## src/rtl/excu_pkg.sv

```systemverilog
`timescale 1ns/1ps
package excu_pkg;
    localparam int XLEN        = 32;
    localparam int N_EXT       = 6;
    localparam int N_SW        = 2;
    localparam int N_IRQ       = N_EXT + N_SW;
    localparam int STACK_DEPTH = 3;
    localparam int IDX_W       = 5;

    // bit positions software relies on
    localparam int IM_LSB   = 8;   // status mask and cause pending share this lane
    localparam int CODE_LSB = 2;
    localparam int CODE_W   = 5;
    localparam int CE_LSB   = 28;
    localparam int BD_BIT   = 31;

    localparam logic [IDX_W-1:0] IDX_BADVA  = 5'd8;
    localparam logic [IDX_W-1:0] IDX_STATUS = 5'd11;
    localparam logic [IDX_W-1:0] IDX_CAUSE  = 5'd13;
    localparam logic [IDX_W-1:0] IDX_EPC    = 5'd14;

    typedef enum logic [CODE_W-1:0] {
        EXC_INT  = 5'd0,
        EXC_ADDR = 5'd4,
        EXC_SYS  = 5'd8,
        EXC_CPU  = 5'd11
    } exc_code_e;

    // request slots in descending priority
    localparam int SRC_INT  = 0;
    localparam int SRC_ADDR = 1;
    localparam int SRC_CPU  = 2;
    localparam int SRC_SYS  = 3;
    localparam int N_SRC    = 4;

    typedef struct packed {
        logic ku;
        logic ie;
    } mode_t;

    typedef struct packed {
        logic      take;
        exc_code_e code;
        logic [1:0] ce;
    } exc_evt_t;

    function automatic exc_code_e src_code(input int s);
        case (s)
            SRC_INT:  return EXC_INT;
            SRC_ADDR: return EXC_ADDR;
            SRC_CPU:  return EXC_CPU;
            default:  return EXC_SYS;
        endcase
    endfunction
endpackage

```

## src/rtl/excu_arbiter.sv

```systemverilog
`timescale 1ns/1ps
module excu_arbiter
    import excu_pkg::*;
(
    input  logic [N_SRC-1:0] req,
    input  logic [1:0]       ce_in,
    output exc_evt_t         evt
);
    logic [N_SRC-1:0] grant;

    always_comb begin
        grant = '0;
        for (int s = 0; s < N_SRC; s++) begin
            if (req[s] && (grant == '0)) grant[s] = 1'b1;
        end
    end

    always_comb begin
        evt.take = |req;
        evt.code = EXC_INT;
        evt.ce   = '0;
        for (int s = 0; s < N_SRC; s++) begin
            if (grant[s]) evt.code = src_code(s);
        end
        if (grant[SRC_CPU]) evt.ce = ce_in;
    end
endmodule

```

## src/rtl/excu_status.sv

```systemverilog
`timescale 1ns/1ps
module excu_status
    import excu_pkg::*;
(
    input  logic                     clk,
    input  logic                     rst,
    input  logic                     take,
    input  logic                     rfe,
    input  logic                     wr_en,
    input  logic [N_IRQ-1:0]         wr_mask,
    input  logic [2*STACK_DEPTH-1:0] wr_stack,
    output logic [XLEN-1:0]          word,
    output logic                     kernel,
    output logic                     ie_cur,
    output logic [N_IRQ-1:0]         im
);
    mode_t            stk [STACK_DEPTH];
    logic [N_IRQ-1:0] im_q;

    always_ff @(posedge clk) begin
        if (rst) begin
            for (int i = 0; i < STACK_DEPTH; i++) stk[i] <= '0;
            im_q <= '0;
        end else if (take) begin
            stk[0] <= '0;
            for (int i = 1; i < STACK_DEPTH; i++) stk[i] <= stk[i-1];
        end else if (rfe) begin
            for (int i = 0; i < STACK_DEPTH-1; i++) stk[i] <= stk[i+1];
        end else if (wr_en) begin
            for (int i = 0; i < STACK_DEPTH; i++) stk[i] <= mode_t'(wr_stack[2*i +: 2]);
            im_q <= wr_mask;
        end
    end

    always_comb begin
        word = '0;
        for (int i = 0; i < STACK_DEPTH; i++) word[2*i +: 2] = stk[i];
        word[IM_LSB +: N_IRQ] = im_q;
    end

    assign kernel = ~stk[0].ku;
    assign ie_cur = stk[0].ie;
    assign im     = im_q;


    push_cur_chk: assert property (@(posedge clk) disable iff (rst)
        take |=> (kernel && !ie_cur));

    push_old_chk: assert property (@(posedge clk) disable iff (rst)
        take |=> stk[STACK_DEPTH-1] == $past(stk[STACK_DEPTH-2]));

    pop_chk: assert property (@(posedge clk) disable iff (rst)
        (rfe && !take) |=> (stk[0] == $past(stk[1])) && (stk[STACK_DEPTH-1] == $past(stk[STACK_DEPTH-1])));
endmodule

```

## src/rtl/excu_cause.sv

```systemverilog
`timescale 1ns/1ps
module excu_cause
    import excu_pkg::*;
(
    input  logic             clk,
    input  logic             rst,
    input  exc_evt_t         evt,
    input  logic             bd_in,
    input  logic [N_EXT-1:0] irq_lines,
    input  logic             sw_wr_en,
    input  logic [N_SW-1:0]  sw_wr_data,
    output logic [XLEN-1:0]  word,
    output logic [N_IRQ-1:0] ip
);
    exc_code_e       code_q;
    logic            bd_q;
    logic [1:0]      ce_q;
    logic [N_SW-1:0] sw_q;

    always_ff @(posedge clk) begin
        if (rst) begin
            code_q <= EXC_INT;
            bd_q   <= 1'b0;
            ce_q   <= '0;
            sw_q   <= '0;
        end else begin
            if (evt.take) begin
                code_q <= evt.code;
                bd_q   <= bd_in;
                ce_q   <= evt.ce;
            end
            if (sw_wr_en) sw_q <= sw_wr_data;
        end
    end

    assign ip = {irq_lines, sw_q};

    always_comb begin
        word = '0;
        word[BD_BIT]                = bd_q;
        word[CE_LSB +: 2]           = ce_q;
        word[IM_LSB +: N_IRQ]       = ip;
        word[CODE_LSB +: CODE_W]    = code_q;
    end


    code_latch_chk: assert property (@(posedge clk) disable iff (rst)
        evt.take |=> word[CODE_LSB +: CODE_W] == $past(evt.code));

    bd_latch_chk: assert property (@(posedge clk) disable iff (rst)
        evt.take |=> word[BD_BIT] == $past(bd_in));
endmodule

```

## src/rtl/excu_top.sv

```systemverilog
`timescale 1ns/1ps
module excu_top
    import excu_pkg::*;
#(
    parameter logic [31:0] VECTOR_ADDR  = 32'h8000_0080,
    parameter int          BRANCH_BYTES = 4
)(
    input  logic             clk,
    input  logic             rst,
    input  logic [5:0]       irq_lines,
    input  logic             ex_valid,
    input  logic [31:0]      ex_pc,
    input  logic             ex_in_delay,
    input  logic             ex_syscall,
    input  logic             ex_addr_err,
    input  logic [31:0]      ex_bad_vaddr,
    input  logic [1:0]       ex_cop_num,
    input  logic             ex_mtc0,
    input  logic             ex_mfc0,
    input  logic             ex_rfe,
    input  logic [4:0]       reg_idx,
    input  logic [31:0]      wr_data,
    output logic [31:0]      rd_data,
    output logic             redirect,
    output logic [31:0]      redirect_pc,
    output logic             kernel_mode,
    output logic             int_enable
);
    logic [XLEN-1:0]  status_word, cause_word, epc_q, badva_q;
    logic [N_IRQ-1:0] ip_vec, im_vec;
    logic             kernel, ie_cur;
    logic             int_req, addr_req, cpu_req, sys_req, move_op;
    logic [N_SRC-1:0] req;
    exc_evt_t         evt;
    logic             take, wr_fire, rfe_fire;

    assign move_op  = ex_mtc0 | ex_mfc0 | ex_rfe;
    assign int_req  = ex_valid & ie_cur & |(ip_vec & im_vec);
    assign addr_req = ex_valid & ex_addr_err;
    assign cpu_req  = ex_valid & ((ex_cop_num != 2'd0) | (~kernel & move_op));
    assign sys_req  = ex_valid & ex_syscall;

    always_comb begin
        req           = '0;
        req[SRC_INT]  = int_req;
        req[SRC_ADDR] = addr_req;
        req[SRC_CPU]  = cpu_req;
        req[SRC_SYS]  = sys_req;
    end

    excu_arbiter u_arb (
        .req   (req),
        .ce_in (ex_cop_num),
        .evt   (evt)
    );

    assign take     = evt.take;
    assign wr_fire  = ex_valid & ex_mtc0 & kernel & ~take;
    assign rfe_fire = ex_valid & ex_rfe & kernel & ~take;

    excu_status u_status (
        .clk      (clk),
        .rst      (rst),
        .take     (take),
        .rfe      (rfe_fire),
        .wr_en    (wr_fire && (reg_idx == IDX_STATUS)),
        .wr_mask  (wr_data[IM_LSB +: N_IRQ]),
        .wr_stack (wr_data[2*STACK_DEPTH-1:0]),
        .word     (status_word),
        .kernel   (kernel),
        .ie_cur   (ie_cur),
        .im       (im_vec)
    );

    excu_cause u_cause (
        .clk        (clk),
        .rst        (rst),
        .evt        (evt),
        .bd_in      (ex_in_delay),
        .irq_lines  (irq_lines),
        .sw_wr_en   (wr_fire && (reg_idx == IDX_CAUSE)),
        .sw_wr_data (wr_data[IM_LSB +: N_SW]),
        .word       (cause_word),
        .ip         (ip_vec)
    );

    always_ff @(posedge clk) begin
        if (rst) begin
            epc_q   <= '0;
            badva_q <= '0;
        end else begin
            if (take)
                epc_q <= ex_in_delay ? (ex_pc - XLEN'(BRANCH_BYTES)) : ex_pc;
            else if (wr_fire && (reg_idx == IDX_EPC))
                epc_q <= wr_data;
            if (take && (evt.code == EXC_ADDR))
                badva_q <= ex_bad_vaddr;
        end
    end

    always_comb begin
        rd_data = '0;
        if (ex_mfc0 && kernel) begin
            case (reg_idx)
                IDX_BADVA:  rd_data = badva_q;
                IDX_STATUS: rd_data = status_word;
                IDX_CAUSE:  rd_data = cause_word;
                IDX_EPC:    rd_data = epc_q;
                default:    rd_data = '0;
            endcase
        end
    end

    assign redirect    = take;
    assign redirect_pc = take ? VECTOR_ADDR : '0;
    assign kernel_mode = kernel;
    assign int_enable  = ie_cur;


    epc_capture_chk: assert property (@(posedge clk) disable iff (rst)
        take |=> epc_q == ($past(ex_in_delay) ? $past(ex_pc) - 32'd4 : $past(ex_pc)));

    user_move_trap_chk: assert property (@(posedge clk) disable iff (rst)
        (ex_valid && !kernel_mode && move_op) |-> redirect);

    user_move_hold_chk: assert property (@(posedge clk) disable iff (rst)
        (ex_valid && !kernel_mode && ex_mtc0) |=> $stable(status_word[IM_LSB +: N_IRQ]));

    prio_int_chk: assert property (@(posedge clk) disable iff (rst)
        int_req |=> cause_word[CODE_LSB +: CODE_W] == 5'd0);

    rfe_restore_chk: assert property (@(posedge clk) disable iff (rst)
        rfe_fire |=> kernel_mode == !$past(status_word[3]));

    badva_hold_chk: assert property (@(posedge clk) disable iff (rst)
        !(take && ex_addr_err) |=> $stable(badva_q));

    int_gate_chk: assert property (@(posedge clk) disable iff (rst)
        (ex_valid && !int_enable && !ex_syscall && !ex_addr_err && (ex_cop_num == 2'd0)
         && !move_op) |-> !redirect);
endmodule

```

## config.mk

```make
export PLATFORM = sky130hd
export DESIGN_NAME = excu_top
export DESIGN_NICKNAME = d
export VERILOG_FILES = /design/src/rtl/excu_pkg.sv /design/src/rtl/excu_arbiter.sv /design/src/rtl/excu_status.sv /design/src/rtl/excu_cause.sv /design/src/rtl/excu_top.sv
export SDC_FILE = /design/constraint.sdc
export NUM_CORES = 1
export LEC_CHECK = 0
export ABC_AREA = 1
export BUFFER_PORTS_ARGS = -buffer_cell sky130_fd_sc_hd__buf_2
export CORE_MARGIN = 3
export CORE_UTILIZATION = 35
export DETAILED_ROUTE_END_ITERATION = 10
export PLACE_DENSITY_LB_ADDON = 0.08
export SYNTH_ARGS = -nofsm -noshare
export SYNTH_HDL_FRONTEND = slang
export SYNTH_HIERARCHICAL = 1
export SYNTH_SLANG_ARGS = --single-unit
```

## constraint.sdc

```tcl
create_clock -name clk -period 6.1 [get_ports clk]
set_input_delay 0 -clock clk [delete_from_list [all_inputs] [get_ports clk]]
set_output_delay 0 -clock clk [all_outputs]
set_load 0.03 [all_outputs]
```

After elaboration in Yosys (flattened, before gate mapping)
Memory sizes are Yosys's and may differ from the RTL's.
Cells that the tools add are included.
{"block": "word_totals", "reg_bits": 82, "elab_cells": 93, "mem_count": 1, "mem_bits_rw": 6, "input_bits": 118}
{"block": "op_classes", "bitwise": 28, "reduce_logical": 15, "add_sub_neg": 1, "n_mux": 36, "eq_ne": 5}
{"name": "u_status.stk", "words": 3, "word_bits": 2, "read_ports": 3, "rd_ports_with_merged_regs": 0, "write_ports": 3, "line": "excu_status.sv:17", "text": "mode_t stk [STACK_DEPTH];"}
{"op": "2-to-1 mux 32 bit", "count": 5}
{"op": "one-hot mux 32 bit (4 select lines)", "count": 1}
{"op": "subtractor 32 x 3 -> 32 bit, second input constant", "count": 1}
{"op": "equality test 5 x 4 -> 1 bit, second input constant", "count": 4}
{"op": "2-to-1 mux 1 bit", "count": 18}
{"op": "2-to-1 mux 2 bit", "count": 9}
{"op": "bitwise AND 1 bit", "count": 12}
{"op": "OR 1 bit", "count": 11}
{"op": "bitwise AND 8 bit", "count": 1}
{"op": "logical AND 1 bit", "count": 8}
{"op": "2-to-1 mux 4 bit", "count": 2}
{"op": "OR reduction 8 bit", "count": 1}
{"op": "equality test 5 x 3 -> 1 bit, second input constant", "count": 1}
{"op": "NOT 1 bit", "count": 4}
{"op": "nonzero test 2 bit", "count": 2}
{"op": "OR reduction 4 bit", "count": 1}
{"op": "logical NOT 3 bit", "count": 1}
{"op": "2-to-1 mux 3 bit", "count": 1}
{"op": "AND reduction 3 bit", "count": 1}
{"op": "logical NOT 2 bit", "count": 1}

Longest topological paths before layout
Gate-level depths: netlist (run 1).
{"block": "logic_depth", "word_depth": 16, "mapped_depth": 16, "mapped_depth_nobuf": 14}

Hierarchy
Netlist (run 1), hierarchy kept.
{"module": "excu_top", "cells_each": 791, "n_inst": 1, "seq_area_each_um2": 1281.2, "area_per_inst_um2": 4857.2}
{"module": "excu_status", "cells_each": 127, "n_inst": 1, "seq_area_each_um2": 340.3, "area_per_inst_um2": 895.9}
{"module": "excu_cause", "cells_each": 95, "n_inst": 1, "seq_area_each_um2": 200.2, "area_per_inst_um2": 661.9}
{"module": "excu_arbiter", "cells_each": 16, "n_inst": 1, "seq_area_each_um2": 0.0, "area_per_inst_um2": 73.8}

Worst setup path after synthesis (run 1)
No wires, ideal clock.
{"block": "synth_path", "path_type": "register to register", "from": "memory u_status/stk[0][1] (netlist name)", "to": "register u_status.im_q[0], in the netlist u_status/im[0]", "slack_ps": 3176, "setup_time_ps": 113, "stages_incl_launch_ff": 16, "required_time_ps": 5987, "arrival_time_ps": 2811, "path_cell_list": "edfxtp_1 -> inv_1 -> nor2_1 -> o31a_1 -> nor2_1 -> nand2_1 -> buf_6 -> inv_2 -> nand4_4 -> nor2_1 -> nand2_2 -> nor2_4 -> buf_6 -> nand2_1 -> nand2_1 -> nor2_1"}
{"item": "from (decl)", "line": "excu_status.sv:17"}
{"item": "to (signal assigned)", "line": "excu_status.sv:31", "text": "im_q <= wr_mask;"}
{"item": "to (decl)", "line": "excu_status.sv:18", "text": "logic [N_IRQ-1:0] im_q;"}

==> reports/results.ini, run 1 <==
[synth]
synth-edff-count=6
synth_top_flop_cell=dfxtp_1
synth-simple-area-share_pct=29.62
ys_ff_latch=88
synth_top_family_by_area=simple AND/OR/NAND/NOR gates
synth_compound_area_share_pct=18.72
syn_area_um2=6489
synth-async-reset-ratio_pct=0
synth-adder-area-share_pct=0.1928
yosys.cell_types.count=45
syn_inst=1029
ys_warn_count=6
seq_area_frac_synth_pct=28.08
avgSynthCellArea_um2=6.306
synth_xor_area_share_pct=0.4049
synth.mux.area_fraction_pct=0

[critical_path]
r2r_setup_slack_ns=2.57
r2r-start=u_status/stk[0][1]$_SDFFCE_PN0P_
path_class=register to register
cp-start-kind=register
path_max_fanout=61
cp.arrival_ns=3.76
setup.worst_path.end_class=register
critPathRequiredTime_ns=6.33
r2r_cells=11
r2r_end=epc_q[0]$_SDFFE_PP0P_

[place]
placed_cells=1343
dpl_cell_area_um2=6892
gp_congestion=0.8252
io_buffers=154
detailed_place_hpwl_um=15390

[timing]
slew_viol_final=0
fin_hold_ws_ns=0.02250
period_minus_slack_ns=3.527
worst_pin_slew_ns=1.181
rsz0062_at_grt=no
fmax_ghz=0.2835
setup_tns_ns=0
clock_skew_ns=0.007580
period_share_pct=57.83
final_hold_viol_count=0
setup_violations=0
slew_headroom_pct=21.20

[routing]
vias_per_cell=4.544
wire_per_inst_um=14.69
wirelength_um=20750
vias=6420
first_pass_iters=4
drtAntennaViolNets=0
route.detailed.drc=0
drt_iter0_markers=368

[pwr]
powerDensity_nw_per_um2=194.2
power_frac_clock_pct=37.5
switching_share_pct=30.04
p_comb_share_pct=20.1
p_sw_uw=450.4
p_leak_nw=3.620
peakVddDrop_mv=0.08459
finalPower_mw=1.499
internal_power_mw=1.049
pwr-share-seq_pct=42.4

[global_routing]
grt_overflow=0
antenna_found_initial=0
grt_max_degree=65
grt_pass1_vias=5944
grt_first_pass_wirelength_um=32370
globalRouteTotalUtil_pct=20.13

[clock_tree]
cts-root-buf=clkbuf_16
htreeDepth=3
cts_buffers=9
postCtsSetupRepairBufs=0
postCtsResizedCells=0
cts.path.max_buffers=2
cts.clk_slew.worst_paths_ns=0.06
clock_latency_ns=0.35
cts_tree=built
cts_sinks=88

[hold_path]
hold_path_depth=5
min_from=wr_data[24]
hold_class=primary input to register
hold_end=epc_q[24]$_SDFFE_PP0P_

[cells_and_area]
stdcell_area_um2=7722
syn_to_final_growth_pct=19.01
drive_above_1_share_pct=18.51
final_cells=1413
final_nets=1297
multi_input_area_um2=3425
final_cell_mix=nand2_1 (222), buf_2 (154), nor2_1 (143), inv_1 (139), dfxtp_1 (82)
regArea_um2=1822
n_fill_cell=2003
layout_commonest_cell=nand2_1

[run]
max-cap-violations=0

[floorplan]
die_h_um=142.2
fp.dieArea_um2=20210
die_width_um=142.2
core_area_um2=18090
rows=49
io_pins=185
start_util_pct=35.88

[status]
status=completed

cells in the mapped netlist, types with 4 or more instances:
cell type,instances,share of area (%)
a21oi_1,69,5.3
a221oi_1,32,4.3
a31oi_1,4,0.39
buf_2,8,0.62
buf_4,94,11
buf_6,6,1.0
clkbuf_1,26,1.5
conb_1,4,0.23
dfxtp_1,82,25
edfxtp_1,6,2.8
inv_1,139,8.0
inv_2,4,0.23
nand2_1,223,13
nand2_2,7,0.67
nand3_1,27,2.1
nand4_1,13,1.3
nor2_1,144,8.3
nor2_2,9,0.87
nor2_4,6,1.0
o21ai_0,81,6.2
o21ai_1,9,0.69
cell families (layout without fill, tap and decap cells):
logic type,after synthesis,count (layout)
compound gates,209,209
xor+xnor,3,3
fa+ha+maj,1,1
buf+inv,281,374
flops,88,88
other cells,4,66
simple gates,443,443
state kept, by name, indices dropped and copies added, names as in the netlist:
signal          cells
epc_q              32
u_status/im         8
u_cause/sw_q        2
u_cause/code_q      5
u_status/stk        6
u_cause/ce_q        2
badva_q            32
u_cause/bd_q        1
worst max-delay path by stage:
stage	startpoint	to	slack [ns]
after floorplan	u_status/stk[0][1]$_SDFFCE_PN0P_	u_status/im[0]$_SDFFE_PP0P_	3.18
after global placement	u_status/stk[0][1]$_SDFFCE_PN0P_	epc_q[30]$_SDFFE_PP0P_	3.10
after detailed placement	u_status/stk[0][1]$_SDFFCE_PN0P_	epc_q[30]$_SDFFE_PP0P_	3.05
after CTS	u_status/stk[0][1]$_SDFFCE_PN0P_	epc_q[1]$_SDFFE_PP0P_	2.57
after global routing	u_status/stk[0][1]$_SDFFCE_PN0P_	epc_q[0]$_SDFFE_PP0P_	2.26
final	u_status/stk[0][1]$_SDFFCE_PN0P_	epc_q[0]$_SDFFE_PP0P_	2.57
routing by layer:
layer  global-route usage, %  routed length [µm]
met4                   5.404                 311
met1                   31.04               10820
met2                   28.40                8315
met3                   3.763                1306
met5                       0                   0
power by group through the flow:
| stage | sequential [mW] | clock [mW] | combinational [mW] |
|---|---|---|---|
| 6_report | 0.635 | 0.562 | 0.302 |
| 3_3_place_gp | 0.648 | 0 | 0.275 |
| 2_1_floorplan | 0.640 | 0 | 0.224 |
| 5_1_grt | 0.638 | 0.605 | 0.340 |
| 4_1_cts | 0.635 | 0.579 | 0.302 |
| 3_5_place_dp | 0.647 | 0 | 0.274 |
layout make-up:
cell class / count / share of cell area (%)
clock inverters: 6 / 0.7615
repair buffers: 212 / 17.34
clock buffers: 10 / 3.095
flip-flops and latches: 88 / 23.59
multi-input cells: 721 / 44.35
inverters: 146 / 7.129
well taps: 229 / 3.710
diodes: 1 / 0.03240
stage by stage:
step,utilization (%),setup slack (ns)
2_1_floorplan,-,3.176
6_report,42.70,2.573
4_1_cts,42.68,2.570
3_5_place_dp,38.10,3.047
3_3_place_gp,38.10,3.102
5_1_grt,42.68,2.263
what timing repair did:
item	in CTS	in global routing
endpoints found under the hold margin	54	0
hold buffers	53	0
endpoints found under the setup margin	0	0
critical path, cell delays in order (launching register included):
cell           delay [ns]
edfxtp_1             0.41
inv_1                0.20
nor2_1               0.07
o31a_1               0.28
nor2_1               0.14
nand2_2              0.07
buf_4                0.34
nor2_4               0.61
clkinv_2             0.39
o21ai_0              0.25
a31oi_1              0.06
dlygate4sd3_1        0.56
No activity file was read; power rests on OpenSTA's default activity.
==> run 2, diff against run 1 <==
- clock period: 6.1 -> 3.4 ns (I/O delays scaled with it)
==> run 2 against run 1 <==
Compared with the run above: flip-flop and latch count stayed put; register-to-register slack worse by 2.2 ns; clock-buffer cell count rose by 3; clock power grew 75%; wire length hardly changed; maximum frequency rose by 16%; combinational power is 81% higher; largest power group unchanged; utilization hardly changed; critical path depth increased by 2.
==> reports/results.ini, run 2 (synthesis gave the netlist of run 1 again) <==
[status]
status=completed  ; unchanged

[clock_tree]
cts.path.max_buffers=2  ; unchanged
cts-root-buf=clkbuf_16  ; unchanged
htreeDepth=3  ; unchanged
clock_latency_ns=0.35  ; about the same
cts_sinks=88  ; unchanged
cts_tree=built  ; unchanged
cts_buffers=9  ; unchanged
cts.clk_slew.worst_paths_ns=0.06  ; about the same

[timing]
setup_violations=0  ; unchanged
clock_skew_ns=0.007135  ; was 0.007580 ns
fmax_ghz=0.3275  ; was 0.2835 GHz
slew_headroom_pct=22.71  ; was 21.20%
worst_pin_slew_ns=1.156  ; was 1.181 ns
period_share_pct=89.82  ; was 57.83%
setup_tns_ns=0  ; unchanged
final_hold_viol_count=0  ; unchanged
slew_viol_final=0  ; unchanged
period_minus_slack_ns=3.054  ; was 3.527 ns
rsz0062_at_grt=no  ; unchanged

[cells_and_area]
n_fill_cell=1987  ; was 2003
drive_above_1_share_pct=18.51  ; unchanged
syn_to_final_growth_pct=18.90  ; was 19.01%
final_cell_mix=nand2_1 (222), buf_2 (154), nor2_1 (143), inv_1 (139), dfxtp_1 (82)  ; unchanged
final_nets=1299  ; was 1297
num_antenna_cells=0  ; was 1
finish.utilization_pct=42.66  ; was 42.70%
layout_commonest_cell=nand2_1  ; unchanged
final_cells=1412  ; was 1413

[global_routing]
grt_pass1_vias=5887  ; was 5944
grt_use_met2_pct=27.78  ; was 28.40%
grt_first_pass_wirelength_um=32170  ; was 32370 µm
grt_max_degree=65  ; unchanged
top_usage_layer=met1  ; unchanged
globalRouteTotalUtil_pct=20.21  ; was 20.13%
met1_usage_pct=32.23  ; was 31.04%
antenna_found_initial=0  ; unchanged
grt_overflow=0  ; unchanged
grt_use_met3_pct=3.058  ; was 3.763%

[critical_path]
path_max_fanout=17  ; was 61
r2r_cells=13  ; was 11
r2r_setup_slack_ns=0.35  ; was 2.57 ns
cp_slowest_stage_delay_ns=0.56  ; was 0.61 ns
path_cells=inv_1 -> nor2_1 -> o31a_1 -> nor2_1 -> nand2_4 -> inv_2 -> nand4_4 -> nor2_8 -> nor2_4 -> clkinv_2 -> o21ai_0 -> a31oi_1 -> dlygate4sd3_1  ; was inv_1 -> nor2_1 -> o31a_1 -> nor2_1 -> nand2_2 -> buf_4 -> nor2_4 -> clkinv_2 -> o21ai_0 -> a31oi_1 -> dlygate4sd3_1
cp-start-kind=register  ; unchanged
r2r_end=epc_q[1]$_SDFFE_PP0P_  ; was epc_q[0]$_SDFFE_PP0P_
cp_common_cell=nor2_1  ; unchanged
crit_end=epc_q[1]$_SDFFE_PP0P_  ; was epc_q[0]$_SDFFE_PP0P_
cp.arrival_ns=3.35  ; was 3.76 ns
cp-startpoint=u_status/stk[0][1]$_SDFFCE_PN0P_  ; unchanged
slowest_stage=dlygate4sd3_1  ; was nor2_4
r2r-start=u_status/stk[0][1]$_SDFFCE_PN0P_  ; unchanged
path_class=register to register  ; unchanged
setup.worst_path.end_class=register  ; unchanged
critPathRequiredTime_ns=3.69  ; was 6.33 ns

[floorplan]
rows=49  ; unchanged
die_h_um=142.2  ; unchanged
start_util_pct=35.88  ; unchanged
die_width_um=142.2  ; unchanged
io_pins=185  ; unchanged
core_area_um2=18090  ; unchanged
fp.dieArea_um2=20210  ; unchanged

[routing]
first_pass_iters=5  ; was 4
drtAntennaViolNets=0  ; unchanged
route.detailed.drc=0  ; unchanged
vias=6543  ; was 6420
wirelength_um=20760  ; was 20750 µm
drt_iter0_markers=515  ; was 368
vias_per_cell=4.634  ; was 4.544
wire_per_inst_um=14.70  ; was 14.69 µm

[run]
max-cap-violations=0  ; unchanged

[pwr]
powerDensity_nw_per_um2=346.0  ; was 194.2 nW/µm²
p_leak_nw=3.619  ; was 3.620 nW
peakVddDrop_mv=0.2058  ; was 0.08459 mV

[place]
placed_cells=1348  ; was 1343
io_buffers=154  ; unchanged
detailed_place_hpwl_um=15550  ; was 15390 µm
gp_congestion=0.8893  ; was 0.8252

[hold_path]
hold_class=primary input to register  ; unchanged

[run 2: cell type report]
| class | count | area, µm² | share of cell area, % |
|---|---|---|---|
| clock buffers | 13 | 250.2 | 3.244 |
| clock inverters | 1 | 30.03 | 0.3892 |
| inverters | 146 | 550.5 | 7.136 |
| multi-input cells | 721 | 3430 | 44.45 |
| flip-flops and latches | 88 | 1822 | 23.61 |
| well taps | 229 | 286.5 | 3.714 |
| repair buffers | 214 | 1346 | 17.45 |
[run 2: what timing repair did]
action,4_1_cts,5_1_grt
hold buffers,50,0
gates resized for setup,0,1
setup endpoints to repair,0,1
setup buffers,0,0
hold endpoints to repair,49,0
[run 2: metrics by stage]
step	setup slack, ns	cell area, µm²	hold WS, ns	power, mW
5_1_grt	0.07660	7715	0.02056	2.820
3_5_place_dp	0.6473	6929	0.2865	1.658
4_1_cts	0.2406	7710	0.001631	2.688
6_report	0.3462	7715	0.006099	2.670
3_3_place_gp	0.7422	6929	0.2940	1.660
2_1_floorplan	0.4765	6718	0.1605	1.549
[run 2: layer usage]
metal / routed length [µm] / share of wire (%)
met1: 10960 / 53
met2: 8299 / 40
met3: 1210 / 5.8
met4: 280 / 1.3
met5: 0 / 0
[run 2: critical path: cells and delay by family (launching register included)]
| family | cells | cell delay [ns] |
|---|---|---|
| simple gates | 6 | 0.93 |
| flops | 1 | 0.40 |
| buf+inv | 4 | 1.10 |
| compound gates | 3 | 0.57 |
[run 2: worst min path at each step]
| stage | to | cells after the start | from |
|---|---|---|---|
| final | badva_q[5]$_SDFFE_PP0P_ | 3 | ex_bad_vaddr[5] |
| after CTS | u_status/im[6]$_SDFFE_PP0P_ | 5 | wr_data[14] |
| after floorplan | epc_q[0]$_SDFFE_PP0P_ | 2 | wr_data[0] |
| after global placement | badva_q[20]$_SDFFE_PP0P_ | 3 | ex_bad_vaddr[20] |
| after global routing | badva_q[5]$_SDFFE_PP0P_ | 3 | ex_bad_vaddr[5] |
| after detailed placement | epc_q[0]$_SDFFE_PP0P_ | 3 | ex_pc[0] |
[run 2: power breakdown]
| part | leakage (nW) | total [mW] | switching (mW) | internal (mW) |
|---|---|---|---|---|
| Clock | 0.136 | 0.984 | 0.401 | 0.583 |
| Combinational | 2.74 | 0.546 | 0.350 | 0.196 |
| Sequential | 0.740 | 1.14 | 0.0375 | 1.10 |
| Total | 3.62 | 2.67 | 0.789 | 1.88 |
==> run 3, diff against run 2 <==
- SYNTH_HIERARCHICAL: 1 -> default
==> run 3 against run 2 <==
Compared with the run above: design area down 10%; worst hold slack worse by 0.0034 ns; via count decreased by 11%; largest power group unchanged; power fell by 1.9%; global-route usage rose by 1.7 points; synthesized area down 18%; critical endpoint is now u_status.stk[0][1]$_SDFFCE_PN0P_; clock power rose by 5%; critical path type unchanged; non-clock buffer count stayed put; first-iteration DRC count shrank 33%.
==> reports/results.ini, run 3 <==
[global_routing]
met1_usage_pct=27.25  ; was 32.23%
grt_use_met2_pct=37.58  ; was 27.78%
grt_overflow=0  ; unchanged
antenna_found_initial=0  ; unchanged
top_usage_layer=met2  ; was met1
grt_use_met3_pct=4.699  ; was 3.058%
globalRouteTotalUtil_pct=21.91  ; was 20.21%
grt_pass1_vias=5560  ; was 5887
grt_max_degree=48  ; was 65
grt_first_pass_wirelength_um=28620  ; was 32170 µm

[cells_and_area]
final_nets=1133  ; was 1299
final_cells=1202  ; was 1412
regArea_um2=1782  ; was 1822 µm²
num_antenna_cells=0  ; unchanged
multi_input_area_um2=2955  ; was 3430 µm²
drive_above_1_share_pct=19.84  ; was 18.51%
finish.utilization_pct=46.96  ; was 42.66%
stdcell_area_um2=6928  ; was 7715 µm²
syn_to_final_growth_pct=29.46  ; was 18.90%
layout_commonest_cell=nand2_1  ; unchanged
final_cell_mix=nand2_1 (273), buf_2 (154), nor2_1 (81), dfxtp_1 (80), a21oi_1 (78)  ; was nand2_1 (222), buf_2 (154), nor2_1 (143), inv_1 (139), dfxtp_1 (82)
n_fill_cell=1643  ; was 1987

[critical_path]
cp.arrival_ns=2.37  ; was 3.35 ns
path_max_fanout=17  ; unchanged
cp-start-kind=register  ; unchanged
setup.worst_path.end_class=register  ; unchanged
critPathRequiredTime_ns=3.61  ; was 3.69 ns
path_class=register to register  ; unchanged
r2r_setup_slack_ns=1.24  ; was 0.35 ns

[clock_tree]
htreeDepth=3  ; unchanged
postCtsSetupRepairBufs=0  ; unchanged
clock_latency_ns=0.34  ; was 0.35 ns
cts_sinks=86  ; was 88
cts.path.max_buffers=2  ; unchanged
postCtsResizedCells=0  ; unchanged
cts_hold_buf=54  ; was 50
cts_buffers=9  ; unchanged
cts.clk_slew.worst_paths_ns=0.06  ; about the same
cts-root-buf=clkbuf_16  ; unchanged
cts_tree=built  ; unchanged

[synth]
synth-edff-count=6  ; unchanged
syn_area_um2=5351  ; was 6489 µm²
yosys-top-cells-area=dfxtp_1 (30%), nand2_1 (19%), a21oi_1 (7.3%)  ; was dfxtp_1 (25%), nand2_1 (13%), buf_4 (11%)
synth_top_area_share_pct=29.93  ; was 25.30%
avgSynthCellArea_um2=6.487  ; was 6.306 µm²
syn_inst=825  ; was 1029
yosysMostFrequentCell=nand2_1  ; unchanged
seq_area_frac_synth_pct=33.29  ; was 28.08%
ys_warn_count=0  ; was 6
synth_top_cell_by_area=dfxtp_1  ; unchanged
ys_ff_latch=86  ; was 88
synth_top_flop_cell=dfxtp_1  ; unchanged
ys_top_cells_by_count=nand2_1 (273), nor2_1 (81), dfxtp_1 (80)  ; was nand2_1 (223), nor2_1 (144), inv_1 (139)
synth-async-reset-ratio_pct=0  ; unchanged
yosys.cell_types.count=47  ; was 45

[floorplan]
start_util_pct=36.27  ; was 35.88%
io_pins=185  ; unchanged
core_area_um2=14750  ; was 18090 µm²
die_h_um=129.7  ; was 142.2 µm
rows=44  ; was 49
die_width_um=129.7  ; was 142.2 µm
fp.dieArea_um2=16810  ; was 20210 µm²

[place]
placed_cells=1133  ; was 1348
dp_worst_setup_slack_ns=1.250  ; was 0.6473 ns
dpl_cell_area_um2=6078  ; was 6929 µm²
io_buffers=154  ; unchanged
detailed_place_hpwl_um=13960  ; was 15550 µm
gp_congestion=0.8472  ; was 0.8893

[timing]
setup_tns_ns=0  ; unchanged
slew_headroom_pct=35.42  ; was 22.71%
period_share_pct=63.67  ; was 89.82%
fin_hold_ws_ns=0.002741  ; was 0.006099 ns
period_minus_slack_ns=2.165  ; was 3.054 ns
rsz0062_at_grt=no  ; unchanged
final_hold_viol_count=0  ; unchanged
slew_viol_final=0  ; unchanged
clock_skew_ns=0.006025  ; was 0.007135 ns
fin_ws_ns=1.235  ; was 0.3462 ns
setup_violations=0  ; unchanged
worst_pin_slew_ns=0.9677  ; was 1.156 ns
fmax_ghz=0.4619  ; was 0.3275 GHz

[hold_path]
hold_class=primary input to register  ; unchanged

[routing]
drt_iter0_markers=344  ; was 515
route.detailed.drc=0  ; unchanged
wire_per_inst_um=15.29  ; was 14.70 µm
wirelength_um=18380  ; was 20760 µm
vias_per_cell=4.823  ; was 4.634
first_pass_iters=4  ; was 5
drtAntennaViolNets=0  ; unchanged
vias=5797  ; was 6543

[pwr]
p_leak_nw=3.182  ; was 3.619 nW
powerDensity_nw_per_um2=378.0  ; was 346.0 nW/µm²
finalPower_mw=2.619  ; was 2.670 mW
peakVddDrop_mv=0.2300  ; was 0.2058 mV

[status]
status=completed  ; unchanged

[run]
max-cap-violations=0  ; unchanged

-- run 3: cell count changes after synthesis, moves of 6 or more --
cell and delta:
o21ai_0 -35, nor2_1 -63, o211ai_1 +6, nor2_2 -7, nand3_1 -6, inv_1 -74
xor2_1 +11, buf_4 -57, a221oi_1 -22, a21oi_1 +9, xnor2_1 +6, nand2_1 +50
clkbuf_1 -11
-- run 3: worst max-delay path: stages (launching register included) --
cell and delay [ns]:
edfxtp_1 0.47, nand2_1 0.10, nand2_1 0.06, o21ai_1 0.24
nand2_2 0.32, nor2_4 0.31, inv_4 0.09, a21oi_4 0.19
o21ai_0 0.13, nor2_1 0.10
-- run 3: logic make-up (layout without fill, tap and decap cells) --
| family | after synthesis | in the layout | synth area share (%) |
|---|---|---|---|
| other cells | 1 | 30 | 0.07008 |
| fa+ha+maj | 1 | 1 | 0.2338 |
| xor+xnor | 20 | 20 | 3.273 |
| buf+inv | 141 | 305 | 13.51 |
| flops | 86 | 86 | 33.29 |
| simple gates | 409 | 409 | 31.77 |
| compound gates | 167 | 167 | 17.84 |
-- run 3: area by class of cell --
type	instances	share of cell area, %
timing repair buffer	214	19.58
clock buffer	12	3.847
sequential	86	25.72
inverter	76	4.262
multi-input combinational	627	42.66
clock inverter	3	0.6141
tap	184	3.323
-- run 3: worst paths after layout --
path	from	end	cells after the start
hold / removal	wr_data[7]	epc_q[7]$_SDFFE_PP0P_	3
setup reg to reg	u_status.stk[0][1]$_SDFFCE_PN0P_	u_status.stk[0][1]$_SDFFCE_PN0P_	9
hold reg to reg	badva_q[17]$_SDFFE_PP0P_	badva_q[17]$_SDFFE_PP0P_	2
setup / recovery	u_status.stk[0][1]$_SDFFCE_PN0P_	u_status.stk[0][1]$_SDFFCE_PN0P_	9
-- run 3: where the power goes --
group          switching, mW  total [mW]  internal, mW
registers             0.0362        1.12          1.08
logic                  0.298       0.474         0.176
clock network          0.403        1.03         0.624
total                  0.737        2.62          1.88
-- run 3: layer usage --
| metal | routed length (µm) | vias up |
|---|---|---|
| met5 | 0 | - |
| met4 | 509 | 0 |
| met3 | 878 | 30 |
| met2 | 8944 | 174 |
| met1 | 8049 | 2607 |
| li1 | - | 2986 |
